--- src/rtl/timer_pkg.sv ---
package timer_pkg;

   typedef enum logic {
      IRQ_ACT_HIGH = 1'b0,
      IRQ_ACT_LOW  = 1'b1
   } irq_pol_e;

   function automatic int lanes_for(input int cnt_w, input int data_w);
      return (cnt_w + data_w - 1) / data_w;
   endfunction

   function automatic int ptr_width(input int lanes);
      return (lanes > 1) ? $clog2(lanes) : 1;
   endfunction

endpackage

--- src/rtl/timer_lane_seq.sv ---
module timer_lane_seq #(
   parameter int NLANE = 2,
   parameter int LW    = 1
) (
   input  logic          clk,
   input  logic          rst_n,
   input  logic          load_we,
   input  logic          ctrl_we,
   output logic [LW-1:0] lane_o
);

   localparam logic [LW-1:0] TOP = LW'(NLANE - 1);

   logic [LW-1:0] lane_q;
   logic [LW-1:0] lane_d;

   always_comb begin
      lane_d = lane_q;
      if (ctrl_we) begin
         lane_d = TOP;
      end else if (load_we) begin
         lane_d = (lane_q == '0) ? TOP : lane_q - 1'b1;
      end
   end

   always_ff @(posedge clk) begin
      if (!rst_n) begin
         lane_q <= TOP;
      end else begin
         lane_q <= lane_d;
      end
   end

   assign lane_o = lane_q;

endmodule

--- src/rtl/timer_core.sv ---
module timer_core #(
   parameter int CNT_W  = 16,
   parameter int DATA_W = 8,
   parameter int NLANE  = 2,
   parameter int LW     = 1,
   parameter int EN_BIT = 4
) (
   input  logic              clk,
   input  logic              rst_n,
   input  logic              load_we,
   input  logic              ctrl_we,
   input  logic [DATA_W-1:0] wdata,
   input  logic [LW-1:0]     lane,
   output logic [CNT_W-1:0]  cnt_o,
   output logic              en_o,
   output logic              wrap_o
);

   logic [CNT_W-1:0] cnt_q;
   logic [CNT_W-1:0] cnt_d;
   logic [CNT_W-1:0] cnt_step;
   logic             en_q;
   logic             en_d;
   logic             stepping;
   logic             wrap;

   assign stepping = en_q && !load_we;
   assign wrap     = stepping && (cnt_q == '0);
   assign cnt_step = stepping ? cnt_q - 1'b1 : cnt_q;

   for (genvar g = 0; g < NLANE; g++) begin : g_lane
      localparam int LO = g * DATA_W;
      localparam int HI = ((LO + DATA_W) > CNT_W) ? CNT_W : (LO + DATA_W);
      logic hit;
      assign hit = load_we && (lane == LW'(g));
      assign cnt_d[HI-1:LO] = hit ? wdata[HI-LO-1:0] : cnt_step[HI-1:LO];
   end

   always_comb begin
      en_d = en_q;
      if (ctrl_we) begin
         en_d = wdata[EN_BIT];
      end else if (wrap) begin
         en_d = 1'b0;
      end
   end

   always_ff @(posedge clk) begin
      if (!rst_n) begin
         cnt_q <= '0;
         en_q  <= 1'b0;
      end else begin
         cnt_q <= cnt_d;
         en_q  <= en_d;
      end
   end

   assign cnt_o  = cnt_q;
   assign en_o   = en_q;
   assign wrap_o = wrap;

endmodule

--- src/rtl/timer_irq_flag.sv ---
module timer_irq_flag (
   input  logic clk,
   input  logic rst_n,
   input  logic wrap,
   input  logic ctrl_we,
   output logic pend_o
);

   logic pend_q;

   always_ff @(posedge clk) begin
      if (!rst_n) begin
         pend_q <= 1'b0;
      end else if (ctrl_we) begin
         pend_q <= 1'b0;
      end else if (wrap) begin
         pend_q <= 1'b1;
      end
   end

   assign pend_o = pend_q;

endmodule

--- src/rtl/cyc_irq_timer.sv ---
module cyc_irq_timer
   import timer_pkg::*;
#(
   parameter int       CNT_W   = 16,
   parameter int       DATA_W  = 8,
   parameter int       EN_BIT  = 4,
   parameter irq_pol_e IRQ_POL = IRQ_ACT_HIGH
) (
   input  logic              clk,
   input  logic              rst_n,
   input  logic              load_we,
   input  logic              ctrl_we,
   input  logic [DATA_W-1:0] wdata,
   output logic              irq_o
);

   localparam int NLANE = lanes_for(CNT_W, DATA_W);
   localparam int LW    = ptr_width(NLANE);

   if (CNT_W < 2) begin : g_bad_cnt
      $error("CNT_W must be at least 2");
   end
   if (DATA_W < 1) begin : g_bad_data
      $error("DATA_W must be at least 1");
   end
   if (EN_BIT >= DATA_W || EN_BIT < 0) begin : g_bad_en
      $error("EN_BIT must select a bit of wdata");
   end

   logic [LW-1:0]    lane_q;
   logic [CNT_W-1:0] cnt_q;
   logic             en_q;
   logic             wrap;
   logic             irq_pend;

   timer_lane_seq #(
      .NLANE (NLANE),
      .LW    (LW)
   ) u_lane (
      .clk     (clk),
      .rst_n   (rst_n),
      .load_we (load_we),
      .ctrl_we (ctrl_we),
      .lane_o  (lane_q)
   );

   timer_core #(
      .CNT_W  (CNT_W),
      .DATA_W (DATA_W),
      .NLANE  (NLANE),
      .LW     (LW),
      .EN_BIT (EN_BIT)
   ) u_core (
      .clk     (clk),
      .rst_n   (rst_n),
      .load_we (load_we),
      .ctrl_we (ctrl_we),
      .wdata   (wdata),
      .lane    (lane_q),
      .cnt_o   (cnt_q),
      .en_o    (en_q),
      .wrap_o  (wrap)
   );

   timer_irq_flag u_flag (
      .clk     (clk),
      .rst_n   (rst_n),
      .wrap    (wrap),
      .ctrl_we (ctrl_we),
      .pend_o  (irq_pend)
   );

   if (IRQ_POL == IRQ_ACT_LOW) begin : g_irq_low
      assign irq_o = ~irq_pend;
   end else begin : g_irq_high
      assign irq_o = irq_pend;
   end

endmodule

--- config.mk ---
export PLATFORM = sky130hd
export DESIGN_NAME = cyc_irq_timer
export DESIGN_NICKNAME = d
export VERILOG_FILES = /design/src/rtl/timer_pkg.sv /design/src/rtl/timer_lane_seq.sv /design/src/rtl/timer_core.sv /design/src/rtl/timer_irq_flag.sv /design/src/rtl/cyc_irq_timer.sv
export SDC_FILE = /design/constraint.sdc
export NUM_CORES = 1
export LEC_CHECK = 0
export BUFFER_PORTS_ARGS = -buffer_cell sky130_fd_sc_hd__buf_2
export CORE_ASPECT_RATIO = 1.25
export CORE_MARGIN = 1
export CORE_UTILIZATION = 55
export DETAILED_ROUTE_END_ITERATION = 8
export PLACE_DENSITY = 0.84
export SLEW_MARGIN = 20
export SYNTH_ARGS = -nofsm -noshare
export SYNTH_HDL_FRONTEND = slang
export SYNTH_SLANG_ARGS = --single-unit
--- constraint.sdc ---
create_clock -name clk -period 2.56 [get_ports clk]
set_input_delay 0.512 -clock clk [delete_from_list [all_inputs] [get_ports clk]]
set_output_delay 0.512 -clock clk [all_outputs]
set_load 0.01 [all_outputs]
### Word-level counts from Yosys, hierarchy flattened

Index checks and enable logic that the tools add are counted.

| word-level totals | value |
|---|---|
| register bits after elaboration | 19 |
| input port bits | 12 |
| output and inout bits | 1 |
| logic and storage cells | 25 |

| operators by class | value |
|---|---|
| add/sub/neg operators | 2 |
| mux-type cells | 6 |
| bitwise gates (word level) | 2 |
| reductions and logical operators | 10 |

Operators by type and width:

| kind | number |
|---|---|
| $logic_not A16 Y1 | 1 |
| $mux W16 | 1 |
| $mux W8 | 2 |
| $sub A16 B1 Y16 const B | 1 |
| $reduce_bool A2 Y1 | 3 |
| $logic_and A1 B1 Y1 | 4 |
| $mux W1 | 3 |
| $not A1 Y1 | 2 |
| $reduce_or A2 Y1 | 1 |
| $logic_not A1 Y1 | 1 |
| $sub A1 B1 Y1 const B | 1 |

### Depth between registers and ports, before layout

| logic depth | value |
|---|---|
| word-level depth | 5 |
| mapped depth | 6 |
| depth with buffers taken out | 6 |

### By module

Synthesis repeated with hierarchy kept, for this count alone.

| unflattened totals | value |
|---|---|
| cells, all modules | 122 |
| area, all modules | 1086.0 sq um |

By module, submodules not included:

| module | times used | cells an instance | area an instance (sq um) |
|---|---|---|---|
| timer_core | 1 | 116 | 1013.5 |
| timer_irq_flag | 1 | 3 | 36.3 |
| timer_lane_seq | 1 | 3 | 36.3 |

### Least setup slack after synthesis

Ideal clock, no wire load.

| timing | value |
|---|---|
| path type | register to register |
| start point | reg u_core.cnt_q[2] (netlist: u_core.cnt_o[2]) |
| end point | reg u_core.cnt_q[15] (netlist: u_core.cnt_o[15]) |
| setup time | 74 ps |
| arrival time | 1958 ps |
| required time | 2486 ps |
| setup slack | 528 ps |
| stages on the path, launching flop included | 6 |
| buffers on the path | 1 |
| clock period less this slack | 2032 ps |
| cell sequence | dfxtp_1 > or3_1 > buf_2 > or4_4 > or4_1 > a31oi_1 |

| on the way | value |
|---|---|
| longest elaborated chain between the ends | 3 |

Ends and longest elaborated chain:

| what | line | source |
|---|---|---|
| start: declaration | timer_core.sv:19 | `logic [CNT_W-1:0] cnt_q;` |
| start signal: assignment | timer_core.sv:53 | `cnt_q <= cnt_d;` |
| $sub A16 B1 Y16 | timer_core.sv:29 | `assign cnt_step = stepping ? cnt_q - 1'b1 : cnt_q;` |
| $mux W16 | timer_core.sv:29 |  |
| $mux W8 | timer_core.sv:36 | `assign cnt_d[HI-1:LO] = hit ? wdata[HI-LO-1:0] : cnt_step[HI-1:LO];` |

Every way passes these cells. The select of a mux whose other input is x is not followed.
A chain may end at the register's enable or synchronous reset.

### Final worst setup path

Ends and elaborated chain as after synthesis.

==> summary.md <==
| Metric | Value |
|---|---|
| Sw power | 199 uW |
| Synth Cell Area | 1050 um2 |
| Total wire length | 2.77 mm |
| Global-route wire length before repair | 4.15 mm |
| Buffers & Inverters on Critical Path | 0 |
| CP Depth | 4 |
| Worst r2r dst | u_core.cnt_o[15] |
| CP arrival | 2.38 ns |
| Cell family with most CP delay | simple AND/OR/NAND/NOR gates |
| Leak | 0.444 nW |
| Nets@finish | 157 |
| Core area | 1770 um2 |
| Maximum VDD drop | 0.000445 V |
| Hold buffer count at cts | 0 |
| Placed insts | 158 |
| Pint | 437 uW |
| Reg power frac | 53.6% |
| CP max FO | 7 |
| TNS Setup | 0 ns |
| Final worst path period share | 83.7% |
| DRT Pass-1 Iters | 4 |
| Library cells used by synthesis | 40 |
| # IOs | 13 |
| Port bufs | 12 |
| Syn-to-layout area delta | 10.4% |
| Sw Share | 31.2% |
| Worst path cell trace | or3_1, or4_4, or4_1, a31oi_1 |
| PostCTS Resize Cnt | 0 |
| Vias/cell | 7.03 |
| H-tree level count | 1 |
| Vias in the first global route | 931 |
| Wirelength per Cell | 17.1 um |
| Register area | 380 um2 |
| Post-Place Worst Slack | 0.450 ns |
| # diodes | 0 |
| Power Density | 551 nW/um2 |
| Max Root-Sink Buffers | 2 |
| Count of final max-slew check failures | 0 |
| Die height | 50.8 um |
| Max-cap violations | 0 |
| Status | finished clean |
| Sequential area share after synthesis | 36.4% |
| Slew headroom | 71.0% |
| Post-CTS Setup Repair Bufs | 0 |
| Number of fill cells in the layout | 157 |
| CTS tree | built |
| Post-Synthesis Cells | 130 |
| Worst setup startpoint | u_core.cnt_o[2] |
| Critical Path Sink | u_core.cnt_o[15] |
| Share of cells above drive strength 1 | 16.1% |
| Starting Density | 59.2% |
| CP endpoint kind | register |
| Critical-path top delay cell | or4_4 |
| Starting DRT DRC Count | 69 |
| Synthesized flop and latch total | 19 |
| Total track usage | 29.3% |
| Non-filler cells in the finished layout | 162 |
| Antenna violation net count after detailed routing | 0 |
| Reg-to-reg setup timing slack | 0.42 ns |
| RSZ-0062 raised after global routing | no |
| Peak Freq | 0.467 GHz |
| Residual DRC | 0 |
| CP required | 2.79 ns |
| Hold crit path type | input port to register |
| Cell count of the worst reg-to-reg path | 4 |
| Clock Root Buffer | clkbuf_4 |
| Syn_area_per_cell | 8.05 um2 |
| Die area | 2080 um2 |
| Clk pwr share | 24.8% |
| Area of the multi-input gates | 631 um2 |
| Initial antenna violation count | 0 |
| Worst-Skew Late Latency | 0.30 ns |
| Std-Cell Rows | 17 |
| Overflow after GRT | 0 |
| Setup violators final | 0 |
| Overall Power | 636 uW |
| Worst Tran Pin Value | 0.434 ns |
| DR vias | 1139 |
| Critical path class | register to register |
| Largest net degree at the start of global routing | 14 |
| Min setup slack post-route | 0.416 ns |
| DIE WIDTH | 41.0 um |
| Reg clk slew, reported paths | 0.11 ns |
| Fin. Hold Viols | 0 |
| Syn_nets | 143 |
| Post-DP HPWL | 1.97 mm |
| CTS buffer count | 3 |
| Clock Skew | 0.00246 ns |
| Critical Path Start Type | register |
| Placer Congestion | 0.901 |
| Slowest Stage Delay on Critical Path | 0.57 ns |
| Syn. warnings | 0 |
| Clock sinks | 19 |
| RR Startpoint | u_core.cnt_o[2] |
| Combinational share of power | 21.6% |
| Period minus WS final | 2.14 ns |
-- how the worst min path moves through the flow --
| stage | from | end | slack, ns | depth (start not counted) |
|---|---|---|---|---|
| 4_1_cts | wdata[4] | u_core.en_o | 0.47 | 3 |
| 6_report | wdata[4] | u_core.en_o | 0.47 | 3 |
| 5_1_grt | ctrl_we | u_lane.lane_o | 0.48 | 3 |
| 3_5_place_dp | u_flag.pend_o | u_flag.pend_o | 0.47 | 1 |
| 2_1_floorplan | u_core.cnt_o[4] | u_core.cnt_o[4] | 0.46 | 2 |
| 3_3_place_gp | u_flag.pend_o | u_flag.pend_o | 0.45 | 1 |
-- Yosys cell counts, drive strengths merged --
| cell type | number | area share [%] |
|---|---|---|
| inv | 3 | 1.1 |
| or4b | 2 | 1.9 |
| nand2 | 7 | 2.5 |
| a21oi | 10 | 4.8 |
| o211ai | 2 | 1.4 |
| nor4 | 3 | 1.8 |
| o31ai | 2 | 1.4 |
| a211oi | 1 | 0.72 |
| a31oi | 5 | 3.0 |
| nor2b | 2 | 1.2 |
| nand2b | 2 | 1.2 |
| clkbuf | 5 | 1.8 |
| nand4 | 2 | 1.2 |
| and2 | 1 | 0.60 |
| or4 | 5 | 4.3 |
| nor2 | 14 | 5.0 |
| nor4b | 1 | 0.84 |
| a2bb2oi | 2 | 1.7 |
| nand3 | 6 | 2.9 |
| mux2i | 1 | 0.96 |
| or3 | 5 | 3.1 |
| o21a | 1 | 0.72 |
| o31a | 1 | 0.96 |
| xor2 | 3 | 2.5 |
| or3b | 1 | 0.84 |
| a22oi | 1 | 0.72 |
| buf | 1 | 0.48 |
| o211a | 1 | 0.96 |
| dfxtp | 19 | 36 |
| nand4b | 1 | 0.84 |
| nor3 | 5 | 2.4 |
| ha | 1 | 1.2 |
| o21ai | 8 | 3.8 |
| a221oi | 2 | 1.7 |
| nand3b | 2 | 1.4 |
| o311ai | 2 | 1.7 |
-- registers in the layout, summed over array words and instances (netlist names) --
register       cells
u_core.cnt_o      16
u_core.en_o        1
u_flag.pend_o      1
u_lane.lane_o      1
-- power by group through the flow --
stage	logic, mW	clock network [mW]	registers [mW]
global placement	0.128	0	0.344
CTS	0.134	0.156	0.339
finish	0.137	0.158	0.341
global route	0.148	0.164	0.344
detailed placement	0.133	0	0.346
floorplan	0.0986	0	0.339
-- through the flow --
stage                     instance area (um2)  hold slack (ns)  util (%)
after global routing                     1150            0.480      65.4
after global placement                   1130            0.448      63.9
after detailed placement                 1130            0.470      63.9
after floorplan                          1050            0.462         -
final                                    1150            0.467      65.4
after CTS                                1150            0.465      65.4
-- worst min-delay path, delay by kind of cell --
kind / cells / cell delay (ns)
AOI/OAI and AO/OA: 1 / 0.07
buffers and inverters: 1 / 0.10
and+or+nand+nor: 1 / 0.07
-- area by class of cell --
type / count / area share, %
Timing Repair Buffer: 15 / 7.15
Inverter: 3 / 0.975
Multi-Input combinational cell: 102 / 54.6
Sequential cell: 19 / 32.9
Tap cell: 19 / 2.06
Clock buffer: 4 / 2.28
-- routing by layer --
layer / vias to the layer above / wire (um) / track usage (%)
li1: 525 / - / -
met2: 77 / 1310 / 46.1
met3: 10 / 267 / 4.87
met1: 527 / 1140 / 36.9
met4: 0 / 56 / 13.3
met5: - / 0 / 0
-- placed cells by master, fill, tap and decap left out, drive strengths merged, types with 2 or more instances in the layout --
cell type,instances
nand2b,2
nor2b,2
buf,15
or3,5
or4,5
a221oi,2
inv,3
dfxtp,19
o311ai,2
clkbuf,4
o211ai,2
xor2,3
nand3b,2
a21oi,10
nor2,14
nor3,5
a2bb2oi,2
or4b,2
o21ai,8
o31ai,2
nand3,6
nand2,7
nor4,3
nand4,2
a31oi,5
-- kinds of logic after synthesis --
logic type	share of synthesized area [%]
muxes	0.957
DFF	36.4
AOI/OAI and AO/OA	23.6
buffers and inverters	3.35
and+or+nand+nor	32.1
adders and majority gates	1.20
xor gates and xnor gates	2.51
Note: power is estimated with default switching activity, not from simulation.
